==> src/rtl/rfw_pkg.sv <==
// Shared types and the CRC step function for the receive frame writer.
// Assumes byte-serial operation: one CRC update per cycle.
package rfw_pkg;

    typedef enum logic [2:0] {
        S_IDLE,
        S_ALLOC,
        S_HDR,
        S_DATA,
        S_PAD,
        S_CRC,
        S_TRL,
        S_DONE
    } rfw_state_e;

    localparam logic [31:0] CRC_INIT = 32'hFFFF_FFFF;
    localparam logic [31:0] CRC_POLY_REFL = 32'hEDB8_8320;

    // Advance a reflected CRC-32 by one byte, least significant bit first.
    function automatic logic [31:0] crc_step(input logic [31:0] c, input logic [7:0] d);
        logic [31:0] r;
        r = c ^ {24'd0, d};
        for (int b = 0; b < 8; b++) begin
            r = r[0] ? ((r >> 1) ^ CRC_POLY_REFL) : (r >> 1);
        end
        return r;
    endfunction

endpackage

==> src/rtl/rfw_layout.sv <==
// Frame layout calculator. From a frame length and the CRC-strip option it
// derives the stored data length, the total byte count, the status word and
// whether the frame fits one page. Purely combinational; assumes LEN_W < 16.
module rfw_layout #(
    parameter int LEN_W      = 12,
    parameter int MIN_FRAME  = 64,
    parameter int MAX_STD    = 1518,
    parameter int PAGE_BYTES = 2048
) (
    input  logic [LEN_W-1:0] len,
    input  logic             strip,
    output logic [LEN_W-1:0] dlen,
    output logic [LEN_W:0]   total,
    output logic [15:0]      status,
    output logic             is_short,
    output logic             is_odd,
    output logic             fits
);
    localparam logic [LEN_W:0] EXTRA_NOCRC = (LEN_W+1)'(6);
    localparam logic [LEN_W:0] EXTRA_CRC   = (LEN_W+1)'(10);

    // Derive sizes and status bits from the announced length.
    always_comb begin
        is_short = len < LEN_W'(MIN_FRAME);
        is_odd   = len[0];
        dlen     = is_short ? LEN_W'(MIN_FRAME) : {len[LEN_W-1:1], 1'b0};
        total    = {1'b0, dlen} + (strip ? EXTRA_NOCRC : EXTRA_CRC);
        status   = 16'd0;
        status[11] = len > LEN_W'(MAX_STD);
        status[12] = is_odd;
        fits     = total <= (LEN_W+1)'(PAGE_BYTES);
    end

endmodule

==> src/rtl/rfw_crc.sv <==
// Byte-serial CRC-32 accumulator. Cleared at the start of each frame, updated
// once per enabled cycle, and presents the inverted (final) value.
module rfw_crc (
    input  logic        clk,
    input  logic        rst_n,
    input  logic        clear,
    input  logic        en,
    input  logic [7:0]  data,
    output logic [31:0] crc_out
);
    import rfw_pkg::*;

    logic [31:0] crc_q;

    // Hold the running CRC register.
    always_ff @(posedge clk) begin
        if (!rst_n || clear) begin
            crc_q <= CRC_INIT;
        end else if (en) begin
            crc_q <= crc_step(crc_q, data);
        end
    end

    assign crc_out = ~crc_q;

endmodule

==> src/rtl/rx_frame_writer.sv <==
// Receive frame writer. Checks an announced frame, requests a page, writes
// header, data, padding, CRC and trailer into it one byte per cycle, then
// pushes the page onto the receive queue and pulses the interrupt.
// Assumes the allocator answers alloc_req in the same cycle and that the
// source discards a frame when drop pulses.
module rx_frame_writer #(
    parameter int LEN_W      = 12,
    parameter int PAGE_W     = 2,
    parameter int ADDR_W     = 11,
    parameter int MIN_FRAME  = 64,
    parameter int MAX_STD    = 1518
) (
    input  logic              clk,
    input  logic              rst_n,
    input  logic              rx_en,
    input  logic              soft_rst,
    input  logic              strip_crc,
    input  logic              frm_start,
    input  logic [LEN_W-1:0]  frm_len,
    input  logic              in_valid,
    input  logic [7:0]        in_data,
    output logic              in_ready,
    output logic              alloc_req,
    input  logic              alloc_ok,
    input  logic [PAGE_W-1:0] alloc_page,
    output logic              wr_en,
    output logic [PAGE_W-1:0] wr_page,
    output logic [ADDR_W-1:0] wr_addr,
    output logic [7:0]        wr_data,
    output logic              rxq_push,
    output logic [PAGE_W-1:0] rxq_page,
    output logic              rx_irq,
    output logic              drop
);
    import rfw_pkg::*;

    localparam int PAGE_BYTES = 1 << ADDR_W;
    localparam logic [LEN_W:0] HDR_BYTES = (LEN_W+1)'(4);
    localparam logic [LEN_W:0] CRC_BYTES = (LEN_W+1)'(4);

    rfw_state_e        state;
    logic [LEN_W-1:0]  cnt;
    logic [LEN_W-1:0]  len_q;
    logic [LEN_W-1:0]  dlen_q;
    logic [LEN_W:0]    total_q;
    logic [15:0]       status_q;
    logic              short_q;
    logic              odd_q;
    logic              strip_q;
    logic [7:0]        odd_byte_q;
    logic [PAGE_W-1:0] page_q;
    logic              drop_q;

    logic [LEN_W-1:0]  l_dlen;
    logic [LEN_W:0]    l_total;
    logic [15:0]       l_status;
    logic              l_short;
    logic              l_odd;
    logic              l_fits;

    logic              take;
    logic              last_in;
    logic              long_odd;
    logic              crc_en;
    logic [31:0]       crc_val;
    logic [15:0]       tot16;
    logic [LEN_W:0]    addr_full;
    logic [LEN_W:0]    tail_base;

    rfw_layout #(
        .LEN_W(LEN_W), .MIN_FRAME(MIN_FRAME), .MAX_STD(MAX_STD), .PAGE_BYTES(PAGE_BYTES)
    ) u_layout (
        .len(frm_len), .strip(strip_crc), .dlen(l_dlen), .total(l_total),
        .status(l_status), .is_short(l_short), .is_odd(l_odd), .fits(l_fits)
    );

    rfw_crc u_crc (
        .clk(clk), .rst_n(rst_n), .clear(state == S_HDR), .en(crc_en),
        .data(in_data & {8{state == S_DATA}}), .crc_out(crc_val)
    );

    assign take     = (state == S_DATA) && in_valid;
    assign last_in  = cnt == len_q - LEN_W'(1);
    assign long_odd = odd_q && !short_q;
    assign crc_en   = take || (state == S_PAD);
    assign tot16    = 16'(total_q);
    assign tail_base = HDR_BYTES + {1'b0, dlen_q};

    // Sequence a frame through announcement, allocation and byte writing.
    always_ff @(posedge clk) begin
        if (!rst_n) begin
            state      <= S_IDLE;
            cnt        <= '0;
            len_q      <= '0;
            dlen_q     <= '0;
            total_q    <= '0;
            status_q   <= '0;
            short_q    <= 1'b0;
            odd_q      <= 1'b0;
            strip_q    <= 1'b0;
            odd_byte_q <= '0;
            page_q     <= '0;
            drop_q     <= 1'b0;
        end else begin
            drop_q <= 1'b0;
            unique case (state)
                S_IDLE: if (frm_start) begin
                    len_q    <= frm_len;
                    dlen_q   <= l_dlen;
                    total_q  <= l_total;
                    status_q <= l_status;
                    short_q  <= l_short;
                    odd_q    <= l_odd;
                    strip_q  <= strip_crc;
                    cnt      <= '0;
                    if (!rx_en || soft_rst || !l_fits) drop_q <= 1'b1;
                    else state <= S_ALLOC;
                end
                S_ALLOC: begin
                    if (alloc_ok) begin
                        page_q <= alloc_page;
                        state  <= S_HDR;
                    end else begin
                        drop_q <= 1'b1;
                        state  <= S_IDLE;
                    end
                end
                S_HDR: begin
                    if (cnt == LEN_W'(3)) begin
                        cnt   <= '0;
                        state <= (len_q == '0) ? S_PAD : S_DATA;
                    end else begin
                        cnt <= cnt + LEN_W'(1);
                    end
                end
                S_DATA: if (in_valid) begin
                    if (last_in) begin
                        odd_byte_q <= in_data;
                        if (short_q) begin
                            cnt   <= cnt + LEN_W'(1);
                            state <= S_PAD;
                        end else begin
                            cnt   <= '0;
                            state <= strip_q ? S_TRL : S_CRC;
                        end
                    end else begin
                        cnt <= cnt + LEN_W'(1);
                    end
                end
                S_PAD: begin
                    if (cnt == LEN_W'(MIN_FRAME - 1)) begin
                        cnt   <= '0;
                        state <= strip_q ? S_TRL : S_CRC;
                    end else begin
                        cnt <= cnt + LEN_W'(1);
                    end
                end
                S_CRC: begin
                    if (cnt == LEN_W'(3)) begin
                        cnt   <= '0;
                        state <= S_TRL;
                    end else begin
                        cnt <= cnt + LEN_W'(1);
                    end
                end
                S_TRL: begin
                    if (cnt == LEN_W'(1)) begin
                        cnt   <= '0;
                        state <= S_DONE;
                    end else begin
                        cnt <= cnt + LEN_W'(1);
                    end
                end
                S_DONE: state <= S_IDLE;
                default: state <= S_IDLE;
            endcase
        end
    end

    // Select the page offset of the byte written in this cycle.
    always_comb begin
        unique case (state)
            S_HDR:          addr_full = {1'b0, cnt};
            S_DATA, S_PAD:  addr_full = HDR_BYTES + {1'b0, cnt};
            S_CRC:          addr_full = tail_base + {1'b0, cnt};
            S_TRL:          addr_full = tail_base + (strip_q ? '0 : CRC_BYTES) + {1'b0, cnt};
            default:        addr_full = '0;
        endcase
    end

    // Select the byte value and write strobe for this cycle.
    always_comb begin
        wr_en   = 1'b0;
        wr_data = 8'h00;
        unique case (state)
            S_HDR: begin
                wr_en = 1'b1;
                unique case (cnt[1:0])
                    2'd0: wr_data = status_q[7:0];
                    2'd1: wr_data = status_q[15:8];
                    2'd2: wr_data = tot16[7:0];
                    default: wr_data = tot16[15:8];
                endcase
            end
            S_DATA: begin
                wr_en   = in_valid && !(long_odd && last_in);
                wr_data = in_data;
            end
            S_PAD: wr_en = 1'b1;
            S_CRC: begin
                wr_en = 1'b1;
                unique case (cnt[1:0])
                    2'd0: wr_data = crc_val[7:0];
                    2'd1: wr_data = crc_val[15:8];
                    2'd2: wr_data = crc_val[23:16];
                    default: wr_data = crc_val[31:24];
                endcase
            end
            S_TRL: begin
                wr_en = 1'b1;
                if (cnt == '0) wr_data = long_odd ? odd_byte_q : 8'h00;
                else           wr_data = long_odd ? 8'h60 : 8'h40;
            end
            default: ;
        endcase
    end

    assign wr_addr   = addr_full[ADDR_W-1:0];
    assign wr_page   = page_q;
    assign in_ready  = state == S_DATA;
    assign alloc_req = state == S_ALLOC;
    assign rxq_push  = state == S_DONE;
    assign rxq_page  = page_q;
    assign rx_irq    = state == S_DONE;
    assign drop      = drop_q;

    // a refused announcement drops without requesting a page
    a_r1_refused_drop: assert property (@(posedge clk) disable iff (!rst_n)
        (state == S_IDLE && frm_start && (!rx_en || soft_rst)) |=> (drop && !alloc_req && !wr_en));

    // a frame being written always fits one page
    a_r2_fits_page: assert property (@(posedge clk) disable iff (!rst_n)
        (state == S_HDR) |-> (total_q <= (LEN_W+1)'(PAGE_BYTES)));

    // nothing is written in the CRC phase when stripping is on
    a_r6_no_crc_when_strip: assert property (@(posedge clk) disable iff (!rst_n)
        (wr_en && strip_q) |-> (state != S_CRC));

    // completion is a single-cycle pulse with no write beside it
    a_r8_push_single: assert property (@(posedge clk) disable iff (!rst_n)
        rxq_push |=> (!rxq_push && !wr_en));

    // a refused allocation drops and writes nothing
    a_r9_alloc_fail: assert property (@(posedge clk) disable iff (!rst_n)
        (alloc_req && !alloc_ok) |=> (drop && !wr_en && !in_ready));

    // every write stays below the byte count
    a_r10_addr_in_range: assert property (@(posedge clk) disable iff (!rst_n)
        wr_en |-> ((LEN_W+1)'(wr_addr) < total_q));

endmodule

==> config.mk <==
export PLATFORM = sky130hd
export DESIGN_NAME = rx_frame_writer
export DESIGN_NICKNAME = d
export VERILOG_FILES = /design/src/rtl/rfw_pkg.sv /design/src/rtl/rfw_layout.sv /design/src/rtl/rfw_crc.sv /design/src/rtl/rx_frame_writer.sv
export SDC_FILE = /design/constraint.sdc
export NUM_CORES = 1
export LEC_CHECK = 0
export CAP_MARGIN = 10
export CELL_PAD_IN_SITES_DETAIL_PLACEMENT = 0
export CELL_PAD_IN_SITES_GLOBAL_PLACEMENT = 1
export CORE_MARGIN = 10
export CORE_UTILIZATION = 51
export DETAILED_ROUTE_END_ITERATION = 6
export DONT_BUFFER_PORTS = 1
export GPL_ROUTABILITY_DRIVEN = 0
export PLACE_DENSITY = 0.85
export SYNTH_ARGS = -nofsm -noshare
export SYNTH_HDL_FRONTEND = slang
export SYNTH_SLANG_ARGS = --single-unit
==> constraint.sdc <==
create_clock -name clk -period 7 [get_ports clk]
set_input_delay 1.4 -clock clk [delete_from_list [all_inputs] [get_ports clk]]
set_output_delay 1.4 -clock clk [all_outputs]
set_load 0.01 [all_outputs]
==> results_dict.tcl <==
set metrics [dict create \
    finalWirelength_um 23110 \
    hold_class "reg2reg" \
    ys_types 81 \
    clock_latency_ns 0.36 \
    die_area_um2 20320 \
    yosysTopAreaCellShare_pct 24.83 \
    die_y_um 142.6 \
    final_core_util_pct 54.27 \
    ys_async_sr_fraction_pct 0 \
    cts.clk_slew.worst_paths_ns 0.07 \
    crit_fanout 14 \
    synth_flop_cell "dfxtp_1" \
    hold_buffers 0 \
    yosysTopAreaCell "dfxtp_1" \
    critical_path_arrival_ns 3.55 \
    nets 983 \
    setup-tns-final_ns 0 \
    n_antenna_cell 0 \
    synthCells 959 \
    area_growth_pct 3.757 \
    worstSetupStartpointType "flop" \
    rows 44 \
    required_ns 5.60 \
    hold_violations 0 \
    hpwl_um 17090 \
    ys_seq_area_share_pct 24.83 \
    synth-seq-cells 95 \
    finalSetupViolCount 0 \
    first_pass_iters 5 \
    vdd_drop_max_v 0.0001374 \
    crit_type "reg2out" \
    cts_sinks 95 \
    end_kind "output pin" \
    cts_tree "yes" \
    syn_nets 1026 \
    port_buffers 0 \
    synth_commonest_cells "nand2_1 (123), dfxtp_1 (95), xnor2_1 (68)" \
    grt.overflow.total 0 \
    track_usage_pct 22.63 \
    slew_headroom_pct 26.51 \
    start_util_pct 52.31 \
    grt_max_degree 67 \
    slew_viol_final 0 \
    finClkSkew_ns 0.007662 \
    outcome "completed" \
    cap_violations 0 \
    vias 6791 \
    worstMarginPinSlew_ns 1.099 \
    wl_per_cell_um 20.95 \
    route.detailed.drc 0 \
    cts_made_buffers 9 \
    core_area_um2 14640 \
    grt_pass1_wl_um 36480 \
    clockRootBuffer "clkbuf_16" \
    synthMostInstantiatedCell "nand2_1" \
    cts_buffer_depth 2 \
    cts.repair.resized 0 \
    drt_iter0_drc 529 \
    synth_area_per_cell_um2 7.987 \
    drt-vias-per-instance 6.157 \
    antenna_left 0 \
    drive_above_1_share_pct 7.073 \
    yosys_warnings 0 \
    antenna_found_initial 0 \
    period_minus_slack_ns 4.953 \
    rsz0062_at_grt "false" \
    ys_top_cells_by_area "dfxtp_1 (25%), xnor2_1 (7.8%), nand2_1 (6.0%)" \
    num_io_pins 59 \
    die_w_um 142.6 \
    synth_edf_count 0 \
    htree_levels 3 \
    power.leakage_uw 0.003008 \
    power_density_nw_per_um2 282.9 \
    cts_setup_buffers 0 \
    grt_pass1_vias 6395 \
    syn_area_um2 7660 \
    max_freq_mhz 201.9 \
    period_share_pct 70.75 \
]
cell type report:
type	count	area (um^2)
Clock buffer	10	239.0
Clock inverter	4	32.53
Fill cell	1455	6696
Inverter	50	187.7
Multi-Input combinational cell	754	5310
Sequential cell	95	1903
Tap cell	184	230.2
Timing Repair Buffer	6	45.04
worst max-delay path, cell delays in order (launching register included):
cell,delay [ns]
dfxtp_1,0.67
inv_1,0.23
fa_1,0.58
inv_1,0.04
ha_1,0.21
fa_1,0.38
nand2b_1,0.10
a21oi_1,0.09
o21bai_1,0.13
a21oi_1,0.10
or3_1,0.31
a31oi_1,0.18
a211o_1,0.17
state kept, by name (all words and copies together), names as in the netlist, 2 cells and up:
signal       count
odd_byte_q       8
dlen_q          10
len_q           12
rxq_page         2
total_q         12
cnt             12
u_crc.crc_q     32
state            3
cells in the final DEF, fill, tap and decap left out, drive strengths merged, types with 24 or more instances in the layout:
| master | netlist | routed |
|---|---|---|
| o211ai | 25 | 25 |
| inv | 50 | 51 |
| ha | 27 | 27 |
| nor2 | 47 | 47 |
| nor2b | 24 | 24 |
| xnor2 | 72 | 72 |
| a21oi | 56 | 56 |
| xor2 | 49 | 49 |
| o21ai | 57 | 57 |
| nand2 | 127 | 127 |
| dfxtp | 95 | 95 |
where the power goes:
| group | total [uW] | switching [uW] | leakage [uW] | internal [uW] |
|---|---|---|---|---|
| Sequential | 730 | 108 | 0.000775 | 622 |
| Combinational | 1050 | 642 | 0.00211 | 407 |
| Clock | 470 | 221 | 0.000127 | 249 |
kinds of logic (layout without fill, tap and decap cells):
| logic type | after synthesis | in the layout | share of synthesized area (%) |
|---|---|---|---|
| simple gates | 321 | 321 | 21.28 |
| compound gates | 261 | 261 | 23.69 |
| xor+xnor | 121 | 121 | 15.40 |
| buf+inv | 110 | 70 | 5.946 |
| flops | 95 | 95 | 24.83 |
| fa+ha+maj | 37 | 37 | 7.024 |
| mux | 14 | 14 | 1.829 |
metal layers:
metal,GRT usage [%],routed length (um)
met5,0,0
met4,6.406,423
met3,4.873,1803
met2,34.18,10110
met1,31.62,10770
final timing paths:
kind	start	to	slack [ns]	depth (start not counted)
worst max-delay path	cnt[2]	wr_addr[8]	2.05	12
worst min-delay path	total_q[12]	total_q[12]	0.47	2
worst max register to register	state[1]	u_crc.crc_q[21]	3.65	10
worst min register to register	total_q[12]	total_q[12]	0.47	2
metrics by stage:
step	setup slack [ns]	instance area (um^2)	power (uW)	instances	hold slack, ns
CTS	2.040	7948	2240	1103	0.4668
detailed placement	2.425	7676	1771	1089	0.4576
global placement	2.506	7676	1767	1089	0.4553
floorplan	2.793	7660	1537	959	0.4390
global route	1.816	7948	2382	1103	0.5060
finish	2.047	7948	2249	1103	0.4659
Note: power is estimated with default switching activity, not from simulation.
